[src/rtl/rxr_pkg.sv]
package rxr_pkg;
  localparam int OWN_BIT  = 15;
  localparam int END_BIT  = 13;
  localparam int DONE_BIT = 11;

  typedef struct packed {
    logic [15:0] status;
    logic [15:0] len;
    logic [31:0] ptr;
  } rxr_desc_t;
endpackage

[src/rtl/rxr_desc_mem.sv]
module rxr_desc_mem
  import rxr_pkg::*;
#(
  parameter int DEPTH = 8,
  localparam int IDX_W = $clog2(DEPTH)
) (
  input  logic             clk,
  input  logic             rst_n,
  input  logic             sw_we,
  input  logic [IDX_W-1:0] sw_idx,
  input  rxr_desc_t        sw_wdata,
  input  logic             wb_we,
  input  logic [IDX_W-1:0] wb_idx,
  input  logic [15:0]      wb_status,
  input  logic [15:0]      wb_len,
  input  logic [IDX_W-1:0] eng_idx,
  output logic [15:0]      eng_status,
  input  logic [IDX_W-1:0] rd_idx,
  output rxr_desc_t        rd_data
);
  rxr_desc_t ent_q [DEPTH];

  for (genvar g = 0; g < DEPTH; g++) begin : g_ent
    rxr_desc_t ent_d;
    logic      ent_en;

    always_comb begin
      ent_en = 1'b0;
      ent_d  = ent_q[g];
      if (wb_we && wb_idx == IDX_W'(g)) begin
        ent_en        = 1'b1;
        ent_d.status  = wb_status;
        ent_d.len     = wb_len;
      end else if (sw_we && sw_idx == IDX_W'(g)) begin
        ent_en = 1'b1;
        ent_d  = sw_wdata;
      end
    end

    always_ff @(posedge clk or negedge rst_n) begin
      if (!rst_n)      ent_q[g] <= '0;
      else if (ent_en) ent_q[g] <= ent_d;
    end
  end

  assign eng_status = ent_q[eng_idx].status;
  assign rd_data    = ent_q[rd_idx];

  // a completed entry is handed to software (ownership bit clear)
  p_wb_releases_r2: assert property (@(posedge clk) disable iff (!rst_n)
    wb_we |=> !ent_q[$past(wb_idx)].status[OWN_BIT]);
  // the engine never alters a buffer pointer
  p_ptr_kept_r4: assert property (@(posedge clk) disable iff (!rst_n)
    (wb_we && !sw_we) |=> $stable(ent_q[$past(wb_idx)].ptr));
endmodule

[src/rtl/rxr_drop_ctr.sv]
module rxr_drop_ctr #(
  parameter int DROP_W = 8
) (
  input  logic              clk,
  input  logic              rst_n,
  input  logic              drop_evt,
  output logic [DROP_W-1:0] drop_cnt
);
  localparam logic [DROP_W-1:0] CNT_MAX = '1;

  logic [DROP_W-1:0] cnt_q, cnt_d;
  logic              cnt_en;

  always_comb begin
    cnt_en = drop_evt && (cnt_q != CNT_MAX);
    cnt_d  = cnt_q + 1'b1;
  end

  always_ff @(posedge clk or negedge rst_n) begin
    if (!rst_n)      cnt_q <= '0;
    else if (cnt_en) cnt_q <= cnt_d;
  end

  assign drop_cnt = cnt_q;

  // saturated count stays put
  p_drop_sat_r7: assert property (@(posedge clk) disable iff (!rst_n)
    (cnt_q == CNT_MAX) |=> (cnt_q == CNT_MAX));
  // each turned-away frame below saturation adds exactly one
  p_drop_step_r6: assert property (@(posedge clk) disable iff (!rst_n)
    (drop_evt && cnt_q != CNT_MAX) |=> (cnt_q == $past(cnt_q) + 1'b1));
endmodule

[src/rtl/rxr_ctrl.sv]
module rxr_ctrl
  import rxr_pkg::*;
#(
  parameter int DEPTH = 8,
  parameter int ERR_W = 6,
  localparam int IDX_W = $clog2(DEPTH)
) (
  input  logic             clk,
  input  logic             rst_n,
  input  logic             base_we,
  input  logic [IDX_W-1:0] base_idx,
  input  logic             busy_clr,
  input  logic             halt_clr,
  input  logic             frm_valid,
  input  logic [15:0]      frm_len,
  input  logic [ERR_W-1:0] frm_err,
  input  logic [15:0]      cur_status,
  output logic             wb_we,
  output logic [15:0]      wb_status,
  output logic [15:0]      wb_len,
  output logic [IDX_W-1:0] cur_idx,
  output logic             busy_evt,
  output logic             halted,
  output logic             drop_evt
);
  localparam logic [IDX_W-1:0] LAST_IDX = IDX_W'(DEPTH - 1);

  logic [IDX_W-1:0] base_q, base_d, cur_q, cur_d;
  logic             halt_q, halt_d, busy_q, busy_d;
  logic             accept, full_hit;

  always_comb begin
    accept   = frm_valid && !halt_q &&  cur_status[OWN_BIT];
    full_hit = frm_valid && !halt_q && !cur_status[OWN_BIT];
    drop_evt = frm_valid && (halt_q || !cur_status[OWN_BIT]);

    wb_we     = accept;
    wb_len    = frm_len;
    wb_status = '0;
    wb_status[END_BIT]     = cur_status[END_BIT];
    wb_status[DONE_BIT]    = 1'b1;
    wb_status[ERR_W-1:0]   = frm_err;

    base_d = base_we ? base_idx : base_q;

    cur_d = cur_q;
    if (base_we)                       cur_d = base_idx;
    else if (accept) begin
      if (cur_status[END_BIT])         cur_d = base_q;
      else if (cur_q == LAST_IDX)      cur_d = '0;
      else                             cur_d = cur_q + 1'b1;
    end

    halt_d = full_hit ? 1'b1 : (halt_clr ? 1'b0 : halt_q);
    busy_d = full_hit ? 1'b1 : (busy_clr ? 1'b0 : busy_q);
  end

  always_ff @(posedge clk or negedge rst_n) begin
    if (!rst_n) begin
      base_q <= '0;
      cur_q  <= '0;
      halt_q <= 1'b0;
      busy_q <= 1'b0;
    end else begin
      base_q <= base_d;
      cur_q  <= cur_d;
      halt_q <= halt_d;
      busy_q <= busy_d;
    end
  end

  assign cur_idx  = cur_q;
  assign busy_evt = busy_q;
  assign halted   = halt_q;

  // busy event only appears together with the halt
  p_busy_with_halt_r5: assert property (@(posedge clk) disable iff (!rst_n)
    $rose(busy_q) |-> halt_q);
  // halt persists until a restart pulse
  p_halt_hold_r8: assert property (@(posedge clk) disable iff (!rst_n)
    (halt_q && !halt_clr) |=> halt_q);
  // no index movement while halted
  p_idx_frozen_r6: assert property (@(posedge clk) disable iff (!rst_n)
    (halt_q && !base_we) |=> $stable(cur_q));
  // an accepted frame at a ring-end entry returns to the base
  p_wrap_base_r3: assert property (@(posedge clk) disable iff (!rst_n)
    (accept && cur_status[END_BIT] && !base_we) |=> (cur_q == $past(base_q)));
endmodule

[src/rtl/rxr_engine.sv]
module rxr_engine
  import rxr_pkg::*;
#(
  parameter int DEPTH  = 8,
  parameter int ERR_W  = 6,
  parameter int DROP_W = 8,
  localparam int IDX_W = $clog2(DEPTH)
) (
  input  logic              clk,
  input  logic              rst_n,
  input  logic              sw_we,
  input  logic [IDX_W-1:0]  sw_idx,
  input  logic [15:0]       sw_status,
  input  logic [15:0]       sw_len,
  input  logic [31:0]       sw_ptr,
  input  logic [IDX_W-1:0]  sw_rd_idx,
  output logic [15:0]       sw_rd_status,
  output logic [15:0]       sw_rd_len,
  output logic [31:0]       sw_rd_ptr,
  input  logic              base_we,
  input  logic [IDX_W-1:0]  base_idx,
  input  logic              busy_clr,
  input  logic              halt_clr,
  input  logic              frm_valid,
  input  logic [15:0]       frm_len,
  input  logic [ERR_W-1:0]  frm_err,
  output logic [IDX_W-1:0]  cur_idx,
  output logic              busy_evt,
  output logic              halted,
  output logic [DROP_W-1:0] drop_cnt
);
  rxr_desc_t        sw_wdata, rd_data;
  logic             wb_we, drop_evt;
  logic [15:0]      wb_status, wb_len, cur_status;

  assign sw_wdata = '{status: sw_status, len: sw_len, ptr: sw_ptr};

  rxr_desc_mem #(.DEPTH(DEPTH)) u_mem (
    .clk(clk), .rst_n(rst_n),
    .sw_we(sw_we), .sw_idx(sw_idx), .sw_wdata(sw_wdata),
    .wb_we(wb_we), .wb_idx(cur_idx), .wb_status(wb_status), .wb_len(wb_len),
    .eng_idx(cur_idx), .eng_status(cur_status),
    .rd_idx(sw_rd_idx), .rd_data(rd_data)
  );

  rxr_ctrl #(.DEPTH(DEPTH), .ERR_W(ERR_W)) u_ctrl (
    .clk(clk), .rst_n(rst_n),
    .base_we(base_we), .base_idx(base_idx),
    .busy_clr(busy_clr), .halt_clr(halt_clr),
    .frm_valid(frm_valid), .frm_len(frm_len), .frm_err(frm_err),
    .cur_status(cur_status),
    .wb_we(wb_we), .wb_status(wb_status), .wb_len(wb_len),
    .cur_idx(cur_idx), .busy_evt(busy_evt), .halted(halted),
    .drop_evt(drop_evt)
  );

  rxr_drop_ctr #(.DROP_W(DROP_W)) u_drop (
    .clk(clk), .rst_n(rst_n), .drop_evt(drop_evt), .drop_cnt(drop_cnt)
  );

  assign sw_rd_status = rd_data.status;
  assign sw_rd_len    = rd_data.len;
  assign sw_rd_ptr    = rd_data.ptr;

  // nothing is halted or busy in the first cycle after reset release
  p_reset_idle_r1: assert property (@(posedge clk) disable iff (!rst_n)
    $rose(rst_n) |-> (!busy_evt && !halted));
endmodule

[config.mk]
export PLATFORM = sky130hd
export DESIGN_NAME = rxr_engine
export DESIGN_NICKNAME = d
export VERILOG_FILES = /design/src/rtl/rxr_pkg.sv /design/src/rtl/rxr_desc_mem.sv /design/src/rtl/rxr_drop_ctr.sv /design/src/rtl/rxr_ctrl.sv /design/src/rtl/rxr_engine.sv
export SDC_FILE = /design/constraint.sdc
export NUM_CORES = 1
export LEC_CHECK = 0
export BUFFER_PORTS_ARGS = -buffer_cell sky130_fd_sc_hd__buf_2
export CORE_MARGIN = 3
export CORE_UTILIZATION = 52
export CTS_CLUSTER_SIZE = 25
export DETAILED_ROUTE_END_ITERATION = 6
export HOLD_SLACK_MARGIN = 0.1
export PLACE_DENSITY = 0.71
export SKIP_LAST_GASP = 1
export SLEW_MARGIN = 0
export SYNTH_ARGS = -nofsm -noshare
export SYNTH_HDL_FRONTEND = slang
export SYNTH_HIERARCHICAL = 1
export SYNTH_SLANG_ARGS = --single-unit
[constraint.sdc]
create_clock -name clk -period 4.35 [get_ports clk]
set_clock_uncertainty 0.2 [all_clocks]
set_input_delay 0.87 -clock clk [delete_from_list [all_inputs] [get_ports clk]]
set_output_delay 0.87 -clock clk [all_outputs]
set_load 0.05 [all_outputs]
==> results.toml, run 1 <==
[worst_hold_path]
hp-class = "input pin to register"
whs_path_depth = 2
holdPathEnd = "u_ctrl/busy_evt"
hp-start = "busy_clr"

[critical_path]
r2r_setup_slack_ps = 760
critPathMaxFanout = 23
cp.arrival_ps = 2570
crit_type = "input pin to primary output"
crit_required_ps = 3280
crit_slowest_cell = "mux4_2"
r2r_end = "u_mem/ent_q[469]"
worst-r2r-cell-count = 7
start_kind = "input pin"
r2r-start = "u_ctrl/cur_idx[1]"
end_kind = "primary output"
max_stage_delay_ps = 510
crit_chain = "clkbuf_8, buf_12, mux4_2, mux2_2, buf_2"

[detailed_routing]
drt_iter0_markers = 1091
wl_per_cell_um = 23.7
vias = 17000
ant_nets = 0
drc = 0
drt_first_pass_iters = 7
drt-total-wl_mm = 67.6
vias_per_cell = 5.95

[global_route]
antenna_found_initial = 14
gr-total-overflow = 0
grt_pass1_wl_mm = 106
grt_pass1_vias = 17900
grt_max_degree = 84
grtUsageTotal_pct = 25.0

[die]
die-area_mm2 = 0.0548
start_util_pct = 53.3
coreArea_mm2 = 0.0508
chipHeight_um = 234
die_width_um = 234
top_level_ports = 179
rows = 82

[cts]
cts.clk_slew.worst_paths_ps = 60
cts_buffer_depth = 3
cts-root-buf = "clkbuf_16"
cts_resized = 0
insertion_delay_ps = 620
cts_setup_buffers = 0
cts_tree = "done"
cts_max_level = 2
numCtsBuffers = 58
clock_sinks = 528
hold_buffers = 1

[cells_and_area]
drive_above_1_share_pct = 32.6
multi_input_area_mm2 = 0.0125
fill_cells = 3986
nets = 2232
final-seq-area_mm2 = 0.0132
syn2layout_area_growth_pct = 11.4

[yosys]
yosysWarnings = 6
postSynthAreaPerCell_um2 = 12.9
synth_cells = 2091
synth.cell_area_mm2 = 0.0271

[timing]
tns_ps = 0
worst_slack_ps = 713
fmax_mhz = 275
max_slew_margin_pct = 41.5
rsz0062_at_grt = "no"
setup_viol = 0
period_share_pct = 83.6
hold_violations = 0
hold_slack_ps = 269
drv_slew = 0
worstMarginPinSlew_ps = 878
finalCriticalPeriod_ps = 3640

[pwr]
p_leak_nw = 13.4
irDropWorstVdd_uv = 398
p_per_area_mw_per_mm2 = 614

[run]
cap_violations = 0

[placement]
hpwl_mm = 38.2
place.gp.congestion = 0.796
dp_slack_ps = 689
port-buffer-count = 178

[status]
outcome = "complete, no violations"
-- worst max path at each step --
stage,from,to,cells past startpoint
after detailed placement,sw_rd_idx[0],sw_rd_status[12],5
after global routing,u_ctrl/cur_idx[1],u_mem/ent_q[477],7
after CTS,sw_rd_idx[0],sw_rd_status[12],5
final,sw_rd_idx[0],sw_rd_status[15],5
after global placement,sw_rd_idx[0],sw_rd_status[12],5
after floorplan,u_ctrl/cur_idx[0],u_mem/ent_q[450],11
-- critical path, delay by kind of cell --
kind     cells  cell delay, ps
buf+inv      3             820
mux          2             840
-- layout by cell type (no fill, tap or decap), drive strengths merged, types with 4 or more instances in the layout --
master	count
dfrtp	528
mux2	326
mux2i	258
buf	227
o21ai	136
nand2	133
mux4	132
nor2	130
a21oi	130
clkbuf	87
clkinv	11
inv	10
conb	9
bufinv	7
nor2b	7
diode	6
and4bb	6
nand4b	6
nand3	4
-- flip-flops by register name, indices dropped and copies added, names as in the netlist --
name             count
u_ctrl/base_q        3
u_ctrl/cur_idx       3
u_ctrl/halted        1
u_drop/drop_cnt      8
u_ctrl/busy_evt      1
u_mem/ent_q        512
-- stage by stage --
step	total power [W]	instances	util [%]	area, µm²
final	0.0185	2854	59.3	30100
after global routing	0.0195	2850	59.3	30100
after CTS	0.0186	2848	59.3	30100
after detailed placement	0.0133	2738	55.2	28000
after global placement	0.0130	2738	55.2	28000
after floorplan	0.0119	2098	-	27100
-- final cells by class --
| class | count | area share (%) |
|---|---|---|
| Antenna cell | 6 | 0.0498 |
| Clock buffer | 86 | 5.80 |
| Clock inverter | 23 | 1.05 |
| Inverter | 7 | 0.0872 |
| Multi-Input combinational cell | 1303 | 41.4 |
| Sequential cell | 528 | 43.9 |
| Tap cell | 672 | 2.79 |
| Timing Repair Buffer | 229 | 4.99 |
-- layer usage --
metal	track usage (%)	vias to the layer above	routed length, µm
met2	41.1	496	32900
met4	6.62	16	1440
met1	34.6	8824	28900
met5	0	-	115
met3	4.66	115	4200
li1	-	7531	-
-- report_power, final --
group          leakage (nW)  switching, W  internal, W
sequential             6.33       0.00101      0.00672
clock                  1.02       0.00204      0.00319
combinational          6.03       0.00295      0.00260
No activity file was read; power rests on OpenSTA's default activity.
==> run 2: changes to the inputs <==
Clock period 4.35 ns to 3.7 ns, I/O delays scaled along.
==> results.toml, run 2 (synthesized netlist as in run 1, its figures left out) <==
[status]
outcome = "complete, no violations"

[cells_and_area]
final_common_cell = "dfrtp_1"
largest_register = "u_mem/ent_q"
largest_reg_flops = 512
mostFrequentLayoutCells = "dfrtp_1, mux2i_1, buf_2, mux2_2"
final_util_pct = 59.4
syn2layout_area_growth_pct = 11.5
design_area_mm2 = 0.0302
drive_above_1_share_pct = 32.4
nets = 2236

[pwr]
p_per_area_mw_per_mm2 = 714
p_leak_nw = 13.4
irDropWorstVdd_uv = 400

[cts]
cts_tree = "done"
cts_max_level = 2
numCtsBuffers = 56
cts-root-buf = "clkbuf_16"
insertion_delay_ps = 600
cts_setup_buffers = 0
cts.clk_slew.worst_paths_ps = 60
cts_buffer_depth = 3
clock_sinks = 528

[timing]
worstMarginPinSlew_ps = 854
period_share_pct = 88.7
drv_slew = 0
fmax_mhz = 305
hold_violations = 0
hold_slack_ps = 142
finalCriticalPeriod_ps = 3280
tns_ps = 0
max_slew_margin_pct = 43.1
setup_viol = 0
rsz0062_at_grt = "no"

[global_route]
grt_pass1_vias = 17800
gr-total-overflow = 0
grtUsageTotal_pct = 24.9
grt_pass1_wl_mm = 105
antenna_found_initial = 13
grt_max_degree = 75

[critical_path]
crit_required_ps = 2760
cp.arrival_ps = 2340
worst-r2r-cell-count = 8
critPathMaxFanout = 40
start_kind = "input pin"
end_kind = "primary output"
crit_type = "input pin to primary output"

[worst_hold_path]
whs_path_depth = 2
hp-class = "input pin to register"

[detailed_routing]
drt_first_pass_iters = 5
wl_per_cell_um = 23.7
vias_per_cell = 5.95
ant_nets = 0
drc = 0
drt_iter0_markers = 1274
drt-total-wl_mm = 67.7
vias = 17000

[die]
top_level_ports = 179
die-area_mm2 = 0.0548
rows = 82
coreArea_mm2 = 0.0508
start_util_pct = 53.3
chipHeight_um = 234
die_width_um = 234

[placement]
port-buffer-count = 178
place.gp.congestion = 0.802
placement.cell_area_mm2 = 0.0282
hpwl_mm = 38.7

[run]
cap_violations = 0
[run 2: cell count changes in the layout (fill, tap and decap cells not counted)]
cell           delta
dlygate4sd3_1     +1
buf_4             -3
inv_6             -3
clkinvlp_4        +1
bufinv_16         -1
buf_12            +8
diode_2           +2
clkbuf_1          +4
clkinv_4          +1
clkinv_2          -2
clkbuf_8          -6
[run 2: final timing paths]
check	start	end	slack, ps
max	sw_rd_idx[0]	sw_rd_ptr[17]	420
min	busy_clr	u_ctrl/busy_evt	140
max reg2reg	u_ctrl/cur_idx[0]	u_mem/ent_q[223]	640
min reg2reg	u_mem/ent_q[258]	u_mem/ent_q[258]	280
max in group asynchronous	rst_n	u_mem/ent_q[312]	1680
min in group asynchronous	rst_n	u_mem/ent_q[262]	540
[run 2: where the power goes]
group	internal, W	switching [W]	leakage (nW)
combinational	0.00308	0.00347	6.08
sequential	0.00790	0.00120	6.33
clock	0.00354	0.00235	0.951
total	0.0145	0.00703	13.4
[run 2: layout make-up]
class / count / area [µm²]
Clock buffer: 84 / 1680
Inverter: 7 / 26.3
Multi-Input combinational cell: 1303 / 12500
Fill cell: 3988 / 20600
Sequential cell: 528 / 13200
Antenna cell: 8 / 20.0
Clock inverter: 19 / 268
Tap cell: 672 / 841
Timing Repair Buffer: 235 / 1650
[run 2: repair_timing]
item / in CTS / in global routing
hold buffers: 2 / 0
endpoints found under the hold margin: 65 / 0
resized for setup: 0 / 0
[run 2: routing by layer]
layer	part of all wire (%)	GRT usage (%)
met4	1.8	6.62
met3	7.2	5.28
met2	49	40.6
met1	42	34.1
met5	0.058	1.07
[run 2: critical path, stage by stage]
cell and delay [ps]:
clkbuf_8 150, buf_12 310, mux4_2 560, mux2_2 310
buf_2 220
[run 2: metrics by stage]
stage	instances	power [W]	worst slack, ps
6_report	2856	0.0215	420
5_1_grt	2852	0.0227	358
4_1_cts	2848	0.0217	400
3_5_place_dp	2743	0.0157	406
3_3_place_gp	2743	0.0153	410
2_1_floorplan	2098	0.0140	248
